`src/rtl/mmio_pkg.sv`:
```
package mmio_pkg;

    localparam int unsigned ADDR_W = 32;
    localparam int unsigned NUM_DISP = 2;

    localparam logic [ADDR_W-1:0] DISP_BASE_ADDR = 32'hFFFF_FFF0;
    localparam logic [ADDR_W-1:0] INPORT_ADDR    = 32'hFFFF_FFF8;

    typedef enum logic [2:0] {
        RGN_MEM    = 3'd0,
        RGN_DISP0  = 3'd1,
        RGN_DISP1  = 3'd2,
        RGN_INPORT = 3'd3,
        RGN_RSVD   = 3'd4
    } region_e;

    typedef struct packed {
        logic    is_io;
        region_e rgn;
    } decode_t;

    function automatic decode_t classify(input logic [ADDR_W-1:0] a);
        decode_t d;
        d.is_io = a[ADDR_W-1];
        if (!a[ADDR_W-1])
            d.rgn = RGN_MEM;
        else if (a == DISP_BASE_ADDR)
            d.rgn = RGN_DISP0;
        else if (a == DISP_BASE_ADDR + 32'd4)
            d.rgn = RGN_DISP1;
        else if (a == INPORT_ADDR)
            d.rgn = RGN_INPORT;
        else
            d.rgn = RGN_RSVD;
        return d;
    endfunction

endpackage

```
`src/rtl/mmio_decode.sv`:
```
module mmio_decode
    import mmio_pkg::*;
#(
    parameter int unsigned NDISP = NUM_DISP
) (
    input  logic [ADDR_W-1:0] addr,
    input  logic              wr_en,
    output decode_t           dec,
    output logic [NDISP-1:0]  disp_we
);
    always_comb dec = classify(addr);

    for (genvar i = 0; i < NDISP; i++) begin : g_we
        always_comb disp_we[i] = wr_en && dec.is_io &&
                                 (addr == DISP_BASE_ADDR + ADDR_W'(4 * i));
    end
endmodule

```
`src/rtl/mmio_disp_regs.sv`:
```
module mmio_disp_regs #(
    parameter int unsigned DW    = 32,
    parameter int unsigned NDISP = 2
) (
    input  logic                       clk,
    input  logic                       rst,
    input  logic [NDISP-1:0]           we,
    input  logic [DW-1:0]              wdata,
    output logic [NDISP-1:0][DW-1:0]   q
);
    for (genvar i = 0; i < NDISP; i++) begin : g_reg
        always_ff @(posedge clk) begin
            if (rst)
                q[i] <= '0;
            else if (we[i])
                q[i] <= wdata;
        end
    end
endmodule

```
`src/rtl/mmio_rdpath.sv`:
```
module mmio_rdpath
    import mmio_pkg::*;
#(
    parameter int unsigned DW    = 32,
    parameter int unsigned NDISP = 2
) (
    input  logic                      clk,
    input  logic                      rst,
    input  logic                      rd_en,
    input  decode_t                   dec,
    input  logic [NDISP-1:0][DW-1:0]  disp_q,
    input  logic [DW-1:0]             io_in,
    input  logic [DW-1:0]             mem_rdata,
    output logic [DW-1:0]             rdata
);
    logic [DW-1:0] io_val;
    logic [DW-1:0] io_data_q;
    logic          io_hit_q;

    always_comb begin
        unique case (dec.rgn)
            RGN_DISP0:  io_val = disp_q[0];
            RGN_DISP1:  io_val = disp_q[1];
            RGN_INPORT: io_val = io_in;
            default:    io_val = '0;
        endcase
    end

    always_ff @(posedge clk) begin
        if (rst) begin
            io_hit_q  <= 1'b0;
            io_data_q <= '0;
        end else if (rd_en) begin
            io_hit_q  <= dec.is_io;
            io_data_q <= io_val;
        end
    end

    always_comb rdata = io_hit_q ? io_data_q : mem_rdata;
endmodule

```
`src/rtl/mmio_regblock.sv`:
```
module mmio_regblock
    import mmio_pkg::*;
#(
    parameter int unsigned DATA_W = 32
) (
    input  logic                clk,
    input  logic                rst,
    input  logic [ADDR_W-1:0]   cpu_addr,
    input  logic [DATA_W-1:0]   cpu_wdata,
    input  logic                cpu_rd_en,
    input  logic                cpu_wr_en,
    input  logic [DATA_W-1:0]   mem_rdata,
    input  logic [DATA_W-1:0]   io_in,
    input  logic                out_sel,
    output logic [DATA_W-1:0]   io_out,
    output logic                io_space,
    output logic [DATA_W-1:0]   rdata
);
    localparam int unsigned NDISP = NUM_DISP;

    decode_t                        dec;
    logic [NDISP-1:0]               disp_we;
    logic [NDISP-1:0][DATA_W-1:0]   disp_q;

    mmio_decode #(.NDISP(NDISP)) u_dec (
        .addr    (cpu_addr),
        .wr_en   (cpu_wr_en),
        .dec     (dec),
        .disp_we (disp_we)
    );

    mmio_disp_regs #(.DW(DATA_W), .NDISP(NDISP)) u_regs (
        .clk   (clk),
        .rst   (rst),
        .we    (disp_we),
        .wdata (cpu_wdata),
        .q     (disp_q)
    );

    mmio_rdpath #(.DW(DATA_W), .NDISP(NDISP)) u_rd (
        .clk       (clk),
        .rst       (rst),
        .rd_en     (cpu_rd_en),
        .dec       (dec),
        .disp_q    (disp_q),
        .io_in     (io_in),
        .mem_rdata (mem_rdata),
        .rdata     (rdata)
    );

    always_comb io_space = dec.is_io;
    always_comb io_out   = disp_q[out_sel];
endmodule

```
`config.mk`:
```
export PLATFORM = sky130hd
export DESIGN_NAME = mmio_regblock
export DESIGN_NICKNAME = d
export VERILOG_FILES = /design/src/rtl/mmio_pkg.sv /design/src/rtl/mmio_decode.sv /design/src/rtl/mmio_disp_regs.sv /design/src/rtl/mmio_rdpath.sv /design/src/rtl/mmio_regblock.sv
export SDC_FILE = /design/constraint.sdc
export NUM_CORES = 1
export LEC_CHECK = 0
export ABC_AREA = 1
export BUFFER_PORTS_ARGS = -buffer_cell sky130_fd_sc_hd__buf_2
export CAP_MARGIN = 20
export CORE_MARGIN = 2
export CORE_UTILIZATION = 45
export CTS_CLUSTER_DIAMETER = 150
export DETAILED_ROUTE_END_ITERATION = 8
export GPL_TIMING_DRIVEN = 0
export PLACE_DENSITY = 0.88
export SETUP_SLACK_MARGIN = 0.4
export SKIP_LAST_GASP = 1
export SLEW_MARGIN = 20
export SYNTH_ARGS = -nofsm -noshare
export SYNTH_HDL_FRONTEND = slang
export SYNTH_SLANG_ARGS = --single-unit
```
`constraint.sdc`:
```
create_clock -name clk -period 1.3 [get_ports clk]
set_clock_uncertainty 0.1 [all_clocks]
set_input_delay 0.065 -clock clk [delete_from_list [all_inputs] [get_ports clk]]
set_output_delay 0.065 -clock clk [all_outputs]
set_load 0.1 [all_outputs]
```
==> results.py, run 1 <==
metrics = {
    "placement": {
        "dp_hpwl_mm": 13.7,
        "dp_cells": 1105,
        "io_buffers": 194,
        "place_congestion": 0.907,
    },
    "status": {
        "status": "aborted with a tool error",
        "tool.error": "[ERROR DPL-0038] Utilization greater than 100%, impossible to legalize",
        "lastStage": "global routing",
    },
    "global_routing": {
        "grt_max_degree": 20,
    },
    "logic_synthesis": {
        "synth_top_area_share_pct": 36.6,
        "yosys_register_bits": 97,
        "post-synth-top-area-cell": "dfxtp_1",
        "syn_nets": 901,
        "syn_inst": 768,
        "yosysUniqueCellTypes": 15,
        "ys_seq_area_share_pct": 36.6,
        "synth.avg_cell_area_um2": 6.91,
        "yosys_warnings": 0,
        "synth_area_leaders": "dfxtp_1 (37%), nand2_1 (13%), nand3_1 (12%)",
        "syn-cell-area_um2": 5310,
    },
    "floorplan": {
        "ios": 198,
        "start_util_pct": 46.3,
        "rows": 39,
        "die_x_um": 113,
        "die_h_um": 113,
    },
    "clocking": {
        "cts_made_buffers": 9,
        "root_buffer": "clkbuf_16",
        "clkSinkCount": 97,
        "ctsHtreeMaxLevel": 3,
        "ctsLongestPathBuffers": 2,
    },
    "timing": {
        "worst_endpoint_kind": "primary output",
        "grt_repair_worst_endpoint": "rdata[2]",
    },
}
logic make-up after synthesis:
kind of cell | count (synthesis) | synth area share [%]
buffers and inverters | 115 | 10.3
multiplexers | 32 | 6.79
flip-flops | 97 | 36.6
AO/OA/AOI/OAI | 129 | 12.2
AND/OR/NAND/NOR | 395 | 34.2
metrics by stage:
stage                     instance area (um^2)  hold slack (ns)  util [%]  TNS (ns)  worst slack [ns]
after global placement                    7210            0.249      62.9    -30.98            -0.382
after detailed placement                  7210            0.256      62.9    -35.66            -0.419
after floorplan                           6060            0.105         -         0            0.0890
after CTS                                10900         0.000640      95.1    -11.21            -0.367
cells in the mapped netlist (all sizes together):
cell and count:
nor2 14, dfxtp 97, nand2 187, nand3 130, nand4 64, o21ai 32, mux2 32, inv 38
clkbuf 35, buf 42, a21oi 97
timing repair:
action                                  CTS
cloned                                   27
hold buffers                             34
endpoints found under the hold margin    66
setup buffers                            73
pin swaps                               102
endpoints found under the setup margin  162
gates resized for setup                 562
==> run 2: changes to the inputs <==
Settings changed: CORE_UTILIZATION 45 to 30, CTS_CLUSTER_DIAMETER 150 to unset, PLACE_DENSITY 0.88 to unset, PLACE_DENSITY_LB_ADDON set to 0.15, SETUP_SLACK_MARGIN 0.4 to unset.
Clock period 1.3 ns to 1.7 ns, I/O delays scaled along.
==> run 2 against run 1 <==
The flow now finishes without violations; synthesized cell count is the same; area after synthesis is the same.
==> results.py, run 2 <==
metrics = {
    "clocking": {
        "insertion_delay_ns": 0.35,
        "clkSinkCount": 97,
        "root_buffer": "clkbuf_16",
        "ctsLongestPathBuffers": 2,
        "path_clk_slew_ns": 0.06,
        "ctsHtreeMaxLevel": 3,
        "cts_tree": "yes",
        "cts_made_buffers": 9,
    },
    "route": {
        "first_pass_iters": 5,
        "drc": 0,
        "num_vias": 6255,
        "first_iter_violations": 443,
        "ant_nets": 0,
        "routed_wl_mm": 21.0,
        "wl_per_cell_um": 17.0,
        "vias_per_cell": 5.06,
    },
    "power": {
        "internal-power_w": 0.00387,
        "switching_share_pct": 29.1,
        "p_switching_w": 0.00159,
        "power_frac_comb_pct": 18.8,
        "clockPowerShare_pct": 39.5,
        "p_per_area_nw_per_um2": 732,
        "sequentialPowerShare_pct": 41.7,
        "leakagePower_nw": 2.95,
        "ir_drop_uv": 497,
    },
    "final_layout": {
        "fillCellCount": 1888,
        "nNetsFinal": 1139,
        "area_growth_pct": 40.4,
        "largest_reg_flops": 64,
        "antenna_cells": 0,
        "final_common_cell": "nand2_1",
        "mostFrequentLayoutCells": "nand2_1 (187), buf_2 (173), nand3_1 (130), a21oi_1 (97), dfxtp_1 (96)",
        "reg.largest.list": "u_regs.q (64), u_rd.io_data_q (32), u_rd.io_hit_q (1)",
        "layout-drive-gt1-share_pct": 29.0,
        "regMostFlops": "u_regs.q",
        "final_cell_area_um2": 7450,
    },
    "worst_setup_path": {
        "worstSetupPathType": "reg -> out",
        "worstPathArrival_ns": 1.47,
        "r2r-end": "u_rd.io_data_q[3]$_SDFFE_PP0P_",
        "reg2reg_slack_ns": 0.72,
        "start_kind": "flop",
        "endpoint_kind": "output port",
        "path_max_fanout": 4,
        "worstPathRequired_ns": 1.51,
        "rr_worst_depth": 4,
        "timing.rr.start": "u_regs.q[3]$_SDFFE_PP0P_",
    },
    "status": {
        "status": "finished, final reports clean",
    },
    "worst_hold_path": {
        "hold-path-cell-count": 5,
        "hp-class": "in -> reg",
        "hp-start": "io_in[22]",
        "hold_end": "u_rd.io_data_q[22]$_SDFFE_PP0P_",
    },
    "timing": {
        "hold_viol": 0,
        "slew-limit-headroom_pct": 56.9,
        "setup_slack_ns": 0.0429,
        "period_share_pct": 97.5,
        "setup_violations": 0,
        "holdWs_ns": 0.0167,
        "worstMarginPinSlew_ns": 0.646,
        "rsz0062_at_grt": "yes",
        "final-max-slew-violation-count": 0,
        "layout_min_cycle_time_ns": 1.66,
        "max_freq_ghz": 0.603,
    },
    "global_routing": {
        "grt-ovfl-total": 0,
        "grt_usage_pct": 22.2,
        "grt_pass1_wl_mm": 31.7,
        "grt_pass1_vias": 5834,
        "grt_max_degree": 15,
        "antenna_found_initial": 0,
    },
    "floorplan": {
        "start_util_pct": 30.7,
        "die_x_um": 137,
        "die-area_um2": 18800,
        "die_h_um": 137,
        "core_area_um2": 17300,
        "rows": 48,
        "ios": 198,
    },
    "logic_synthesis": {
        "synth-edff-count": 0,
        "yosys_warnings": 0,
        "dominantRegCellSynth": "dfxtp_1",
        "post-synth-top-area-cell": "dfxtp_1",
        "yosys_register_bits": 97,
        "synth_commonest_cells": "nand2_1 (187), nand3_1 (130), a21oi_1 (97), dfxtp_1 (97), nand4_1 (64)",
        "async_flop_share_pct": 0,
        "syn_nets": 901,
        "yosysUniqueCellTypes": 15,
        "synth.avg_cell_area_um2": 6.91,
        "ys_seq_area_share_pct": 36.6,
        "synth_top_area_share_pct": 36.6,
        "syn-cell-area_um2": 5310,
        "syn_inst": 768,
        "synth_area_leaders": "dfxtp_1 (37%), nand2_1 (13%), nand3_1 (12%)",
        "yosysMostFrequentCell": "nand2_1",
    },
    "run": {
        "cap_violations": 0,
    },
    "placement": {
        "place_congestion": 0.872,
        "place_ws_ns": -0.508,
        "place_area_um2": 6560,
        "dp_hpwl_mm": 15.4,
        "io_buffers": 194,
    },
}
## run 2: worst max path at each step
| stage | from | to | slack [ns] | depth (start not counted) |
|---|---|---|---|---|
| after global routing | u_rd.io_hit_q$_SDFFE_PP0P_ | rdata[13] | -0.008 | 3 |
| after detailed placement | u_rd.io_hit_q$_SDFFE_PP0P_ | rdata[5] | -0.51 | 4 |
| after floorplan | out_sel | io_out[10] | -0.33 | 3 |
| after CTS | out_sel | io_out[12] | -0.03 | 5 |
| after global placement | u_rd.io_hit_q$_SDFFE_PP0P_ | rdata[0] | -0.52 | 4 |
| final | u_rd.io_hit_q$_SDFFE_PP0P_ | rdata[30] | 0.04 | 3 |
## run 2: repair_timing
action | 4_1_cts | 5_1_grt
hold buffers | 33 | 0
setup endpoints to repair | 64 | 53
resized for setup | 58 | 29
buffers inserted | 1 | 0
endpoints found under the hold margin | 65 | 0
## run 2: final cells by class
type                       count  area, um^2  share of cell area [%]
tap                          225         282                    3.78
inverter                      38         143                    1.91
timing repair buffer         228        1500                    20.2
clock inverter                 2        35.0                   0.470
multi-input combinational    556        2820                    37.9
clock buffer                  14         274                    3.68
buffer                        76         445                    5.98
sequential                    97        1950                    26.1
## run 2: kinds of logic (layout without fill, tap and decap cells)
group                  Yosys count  after routing  synth area share, %
buffers and inverters          115            358                 10.3
AOI/OAI and AO/OA              129            129                 12.2
muxes                           32             32                 6.79
DFF                             97             97                 36.6
and+or+nand+nor                395            395                 34.2
## run 2: routing by layer
metal | GRT usage (%) | routed length [um] | up-vias
li1 | - | - | 3112
met1 | 29.5 | 9510 | 2894
met2 | 36.8 | 9870 | 232
met3 | 4.41 | 1350 | 17
met4 | 5.38 | 276 | 0
met5 | 0 | 0 | -
## run 2: critical path, stage by stage, from the launching register on
cell and delay (ns):
dfxtp_4 0.39, buf_4 0.14, mux2_2 0.32, clkbuf_4 0.28
## run 2: power by group through the flow
stage	combinational, W	clock [W]	sequential [W]
global route	0.00108	0.00229	0.00227
finish	0.00103	0.00215	0.00227
detailed placement	0.000886	0	0.00232
CTS	0.000998	0.00220	0.00227
global placement	0.000888	0	0.00232
floorplan	0.000600	0	0.00232
## run 2: through the flow
step	cells	power [W]	TNS, ns	util [%]
6_report	1236	0.00546	0	43.1
4_1_cts	1236	0.00547	-0.120	42.6
3_5_place_dp	1187	0.00321	-17.47	37.9
3_3_place_gp	1187	0.00321	-17.52	37.9
5_1_grt	1236	0.00564	-0.00899	43.1
2_1_floorplan	768	0.00293	-10.03	-
No activity file was read; power rests on OpenSTA's default activity.
==> run 3: changes to the inputs <==
==> constraint.sdc (replaced) <==
create_clock -name clk -period 1.7 [get_ports clk]
set_clock_uncertainty 0.1 [all_clocks]
set_input_delay 0.255 -clock clk [delete_from_list [all_inputs] [get_ports clk]]
set_output_delay 0.255 -clock clk [all_outputs]
set_load 0.1 [all_outputs]
==> run 3 against run 2 <==
Core utilization grew 1.0 points; sequential power is essentially flat; total power down 0.89%; combinational power barely moved; register-to-register slack got worse by 0.04 ns; maximum frequency shrank 11%; routed wire length shrank 1.7%; the run now ends with negative setup slack left; critical path type unchanged; die area unchanged; clock power is essentially flat; first-iteration DRC count down 20%.
==> results.py, run 3 (synthesis gave the netlist of run 2 again) <==
metrics = {
    "status": {
        "status": "complete, but fails checks",
        "violations": "negative setup slack",
    },
    "worst_setup_path": {
        "start_kind": "flop",
        "path_max_fanout": 10,
        "endpoint_kind": "output port",
        "worstPathRequired_ns": 1.34,
        "worstSetupPathType": "reg -> out",
        "rr_worst_depth": 4,
        "max_stage_delay_ns": 0.40,
        "r2r-end": "u_rd.io_data_q[2]$_SDFFE_PP0P_",
        "crit_slowest_cell": "dfxtp_4",
        "worstPathArrival_ns": 1.50,
        "reg2reg_slack_ns": 0.68,
        "crit_chain": "clkbuf_16 > mux2_2 > buf_6",
        "timing.rr.start": "u_regs.q[34]$_SDFFE_PP0P_",
    },
    "route": {
        "topRoutingLayerUsed": "met4",
        "num_vias": 6170,
        "routed_wl_mm": 20.6,
        "first_iter_violations": 356,
        "first_pass_iters": 4,
        "ant_nets": 0,
        "met1_length_mm": 9.27,
        "wl_met3_mm": 1.27,
        "vias_per_cell": 5.13,
        "wl_per_cell_um": 17.2,
        "drc": 0,
        "met2WireLength_mm": 9.71,
    },
    "power": {
        "sequentialPowerShare_pct": 42.1,
        "finalPower_w": 0.00541,
        "ir_drop_uv": 631,
        "power_frac_comb_pct": 18.7,
        "clockPowerShare_pct": 39.3,
        "leakagePower_nw": 2.93,
        "switching_share_pct": 30.5,
        "internal-power_w": 0.00376,
        "p_per_area_nw_per_um2": 709,
        "p_switching_w": 0.00165,
    },
    "timing": {
        "worstMarginPinSlew_ns": 0.610,
        "holdWs_ns": 0.0855,
        "setup_slack_ns": -0.154,
        "layout_min_cycle_time_ns": 1.85,
        "setup_violations": 32,
        "hold_viol": 0,
        "max_freq_ghz": 0.540,
        "slew-limit-headroom_pct": 59.3,
        "rsz0062_at_grt": "yes",
        "final-max-slew-violation-count": 0,
        "tns_ns": -4.01,
        "period_share_pct": 109,
    },
    "final_layout": {
        "largest_reg_flops": 64,
        "nNetsFinal": 1106,
        "final_common_cell": "nand2_1",
        "reg.largest.list": "u_regs.q (64), u_rd.io_data_q (32), u_rd.io_hit_q (1)",
        "layout-drive-gt1-share_pct": 33.5,
        "antenna_cells": 0,
        "regMostFlops": "u_regs.q",
        "mostFrequentLayoutCells": "nand2_1 (187), buf_2 (152), nand3_1 (130), a21oi_1 (97), dfxtp_1 (96)",
        "fillCellCount": 1828,
        "final-seq-area_um2": 1950,
        "area_growth_pct": 43.6,
        "multi_input_area_um2": 3190,
    },
    "worst_hold_path": {
        "hp-start": "cpu_wdata[13]",
        "hold_end": "u_regs.q[45]$_SDFFE_PP0P_",
        "hp-class": "in -> reg",
        "hold-path-cell-count": 3,
    },
    "clocking": {
        "cts_tree": "yes",
        "path_clk_slew_ns": 0.07,
        "ctsHtreeMaxLevel": 3,
        "hold_buffers": 0,
        "root_buffer": "clkbuf_16",
        "clkSinkCount": 97,
        "ctsLongestPathBuffers": 2,
        "cts_made_buffers": 9,
        "insertion_delay_ns": 0.36,
    },
    "global_routing": {
        "antenna_found_initial": 0,
        "grt_pass1_vias": 5890,
        "grt_usage_pct": 22.3,
        "grt-ovfl-total": 0,
        "grt_max_degree": 16,
        "grt_pass1_wl_mm": 31.9,
    },
    "run": {
        "cap_violations": 0,
    },
    "placement": {
        "io_buffers": 194,
        "place_congestion": 0.833,
        "place_ws_ns": -0.762,
        "dp_hpwl_mm": 15.4,
    },
    "floorplan": {
        "die_x_um": 137,
        "core_area_um2": 17300,
        "rows": 48,
        "start_util_pct": 30.7,
        "ios": 198,
        "die-area_um2": 18800,
        "die_h_um": 137,
    },
}
run 3: per-stage QoR:
stage	utilization, %	cell area [um^2]	std cells
2_1_floorplan	-	5690	768
3_3_place_gp	40.1	6940	1187
3_5_place_dp	40.1	6940	1187
4_1_cts	43.9	7590	1203
5_1_grt	44.1	7620	1203
6_report	44.1	7620	1203
run 3: per-layer routing:
metal | up-vias | GRT usage [%]
met5 | - | 0
met4 | 0 | 6.36
met3 | 24 | 4.48
met2 | 216 | 36.3
met1 | 2884 | 29.9
li1 | 3046 | -
run 3: power groups by stage:
stage          Sequential [W]  Clock [W]  Combinational, W
6_report              0.00227    0.00212           0.00101
3_5_place_dp          0.00232          0          0.000911
3_3_place_gp          0.00232          0          0.000912
5_1_grt               0.00227    0.00225           0.00106
2_1_floorplan         0.00232          0          0.000627
4_1_cts               0.00227    0.00214           0.00101
run 3: worst max-delay path by stage:
stage	start	to	slack, ns	cells after the start
after floorplan	u_rd.io_hit_q$_SDFFE_PP0P_	rdata[0]	-0.08	3
after global placement	u_rd.io_hit_q$_SDFFE_PP0P_	rdata[2]	-0.75	4
after detailed placement	u_rd.io_hit_q$_SDFFE_PP0P_	rdata[3]	-0.76	4
after CTS	u_rd.io_hit_q$_SDFFE_PP0P_	rdata[3]	-0.16	3
after global routing	u_rd.io_hit_q$_SDFFE_PP0P_	rdata[10]	-0.21	3
final	u_rd.io_hit_q$_SDFFE_PP0P_	rdata[31]	-0.15	3
run 3: layout make-up:
cell class / count / area share, %
Multi-Input combinational cell: 556 / 41.9
Sequential cell: 97 / 25.5
Timing Repair Buffer: 195 / 16.8
Buffer: 76 / 6.32
Tap cell: 225 / 3.69
Clock buffer: 11 / 3.18
Inverter: 38 / 1.87
Clock inverter: 5 / 0.722
run 3: worst max-delay path: cells and delay by family (launching register included):
kind                   cells  cell delay, ns
flip-flops                 1            0.40
buffers and inverters      2            0.38
multiplexers               1            0.35
run 3: repair_timing:
action,CTS,global route
gates resized for setup,115,13
endpoints found under the setup margin,69,50
buffers inserted,1,0
==> run 4: changes to the inputs <==
Settings changed: CORE_MARGIN 2 to 10.
Clock period 1.7 ns to 2.1 ns, I/O delays scaled along.
==> run 4 against run 3 <==
The run now ends clean; critical path depth unchanged; combinational power decreased by 26%; largest cell class unchanged; clock-buffer cell count decreased by 1; register-to-register slack improved by 0.37 ns.
==> results.py, run 4 (synthesis gave the netlist of run 2 again) <==
metrics = {
    "status": {
        "status": "finished, final reports clean",
    },
    "floorplan": {
        "ios": 198,
        "die-area_um2": 23400,
        "core_area_um2": 17300,
        "start_util_pct": 30.7,
        "rows": 48,
        "die_x_um": 153,
        "die_h_um": 153,
    },
    "worst_setup_path": {
        "worstSetupPathType": "reg -> out",
        "r2r-end": "u_rd.io_hit_q$_SDFFE_PP0P_",
        "timing.rr.start": "u_rd.io_hit_q$_SDFFE_PP0P_",
        "rr_worst_depth": 3,
        "crit_end": "rdata[4]",
        "worstPathRequired_ns": 1.68,
        "path_delay_family": "buffers and inverters",
        "crit_buf_inv": 2,
        "crit_slowest_cell": "dfxtp_2",
        "crit_chain": "clkbuf_8 > mux2_2 > buf_4",
        "path_depth": 3,
        "path_max_fanout": 10,
        "reg2reg_slack_ns": 1.05,
        "cp-startpoint": "u_rd.io_hit_q$_SDFFE_PP0P_",
        "worstPathArrival_ns": 1.62,
        "start_kind": "flop",
        "endpoint_kind": "output port",
        "max_stage_delay_ns": 0.43,
    },
    "final_layout": {
        "antenna_cells": 0,
        "final_common_cell": "nand2_1",
        "multi_input_area_um2": 2820,
        "layout-drive-gt1-share_pct": 29.9,
        "fin_cells": 1201,
        "post-route-util_pct": 40.3,
        "mostFrequentLayoutCells": "nand2_1 (187), buf_2 (185), nand3_1 (130), a21oi_1 (97), dfxtp_1 (96)",
        "reg.largest.list": "u_regs.q (64), u_rd.io_data_q (32), u_rd.io_hit_q (1)",
        "area_growth_pct": 31.4,
        "regMostFlops": "u_regs.q",
        "fillCellCount": 1941,
        "final-seq-area_um2": 1940,
        "nNetsFinal": 1105,
        "largest_reg_flops": 64,
    },
    "clocking": {
        "ctsLongestPathBuffers": 2,
        "cts_setup_buffers": 0,
        "insertion_delay_ns": 0.36,
        "cts_tree": "yes",
        "ctsHtreeMaxLevel": 3,
        "cts_made_buffers": 9,
        "clkSinkCount": 97,
        "path_clk_slew_ns": 0.07,
        "root_buffer": "clkbuf_16",
    },
    "placement": {
        "io_buffers": 194,
        "place_congestion": 0.838,
        "dp_cells": 1187,
        "dp_hpwl_mm": 17.0,
    },
    "global_routing": {
        "use_met2_pct": 29.3,
        "grt.met3_usage_pct": 4.43,
        "grt_usage_pct": 18.2,
        "grt-ovfl-total": 0,
        "grt_use_met1_pct": 23.9,
        "grt_max_degree": 16,
        "top_usage_layer": "met2",
        "grt_pass1_wl_mm": 34.4,
        "grt_pass1_vias": 6033,
        "antenna_found_initial": 0,
    },
    "power": {
        "p_per_area_nw_per_um2": 634,
        "ir_drop_uv": 384,
        "finalPower_w": 0.00442,
        "leakagePower_nw": 2.78,
    },
    "route": {
        "ant_nets": 0,
        "drc": 0,
        "num_vias": 6065,
        "routed_wl_mm": 22.3,
        "vias_per_cell": 5.05,
        "wl_per_cell_um": 18.5,
        "first_pass_iters": 5,
        "first_iter_violations": 506,
    },
    "timing": {
        "period_share_pct": 97.0,
        "max_freq_ghz": 0.491,
        "slew-limit-headroom_pct": 56.3,
        "final-max-slew-violation-count": 0,
        "setup_violations": 0,
        "holdWs_ns": 0.144,
        "hold_viol": 0,
        "tns_ns": 0,
        "rsz0062_at_grt": "no",
        "layout_min_cycle_time_ns": 2.04,
        "worstMarginPinSlew_ns": 0.655,
    },
    "worst_hold_path": {
        "hp-class": "in -> reg",
        "hp-start": "cpu_wdata[0]",
    },
    "run": {
        "cap_violations": 0,
    },
}
-- run 4: cell count changes in the layout (fill, tap and decap cells not counted), sizes merged --
cell and change:
buf -1, clkbuf -1, bufinv +1, inv +1, clkinvlp -2
-- run 4: where the power goes --
group | internal [W] | switching [W]
Sequential | 0.00184 | 0.00000274
Clock | 0.00107 | 0.000765
Combinational | 0.000204 | 0.000542
Total | 0.00311 | 0.00131
-- run 4: repair_timing --
| action | CTS | global route |
|---|---|---|
| endpoints found under the hold margin | 0 | 0 |
| gates resized for setup | 38 | 13 |
| endpoints found under the setup margin | 64 | 16 |
| hold buffers | 0 | 0 |
-- run 4: worst min-delay path by stage --
stage	to	slack [ns]	depth (start not counted)
finish	u_regs.q[0]$_SDFFE_PP0P_	0.14	3
CTS	u_regs.q[55]$_SDFFE_PP0P_	0.13	3
floorplan	u_rd.io_data_q[0]$_SDFFE_PP0P_	0.34	2
detailed placement	u_rd.io_data_q[21]$_SDFFE_PP0P_	0.36	2
global route	u_regs.q[61]$_SDFFE_PP0P_	0.15	3
global placement	u_rd.io_data_q[20]$_SDFFE_PP0P_	0.36	2
-- run 4: worst reg2reg max path, delay by kind of cell, from the launching register on --
kind	cells	cell delay, ns
buf+inv	1	0.23
compound gates	1	0.13
simple gates	1	0.08
flops	1	0.43
-- run 4: layout make-up --
type | count | area share [%]
multi-input cells | 556 | 40.4
clock buffers | 10 | 3.43
clock inverters | 5 | 1.13
flip-flops and latches | 97 | 27.9
repair buffers | 194 | 15.0
inverters | 38 | 2.05
plain buffers | 76 | 6.08
well taps | 225 | 4.04
-- run 4: metrics by stage --
stage          setup slack (ns)  instance area, um^2
5_1_grt                  0.0151                 6970
3_3_place_gp             -0.389                 6560
3_5_place_dp             -0.381                 6560
6_report                 0.0637                 6970
2_1_floorplan            -0.391                 5310
4_1_cts                 -0.0287                 6960
-- run 4: routing by layer --
metal	vias up	part of all wire [%]
met5	-	0
met4	0	1.3
met3	19	7.2
met2	207	47
met1	2804	45
li1	3035	-
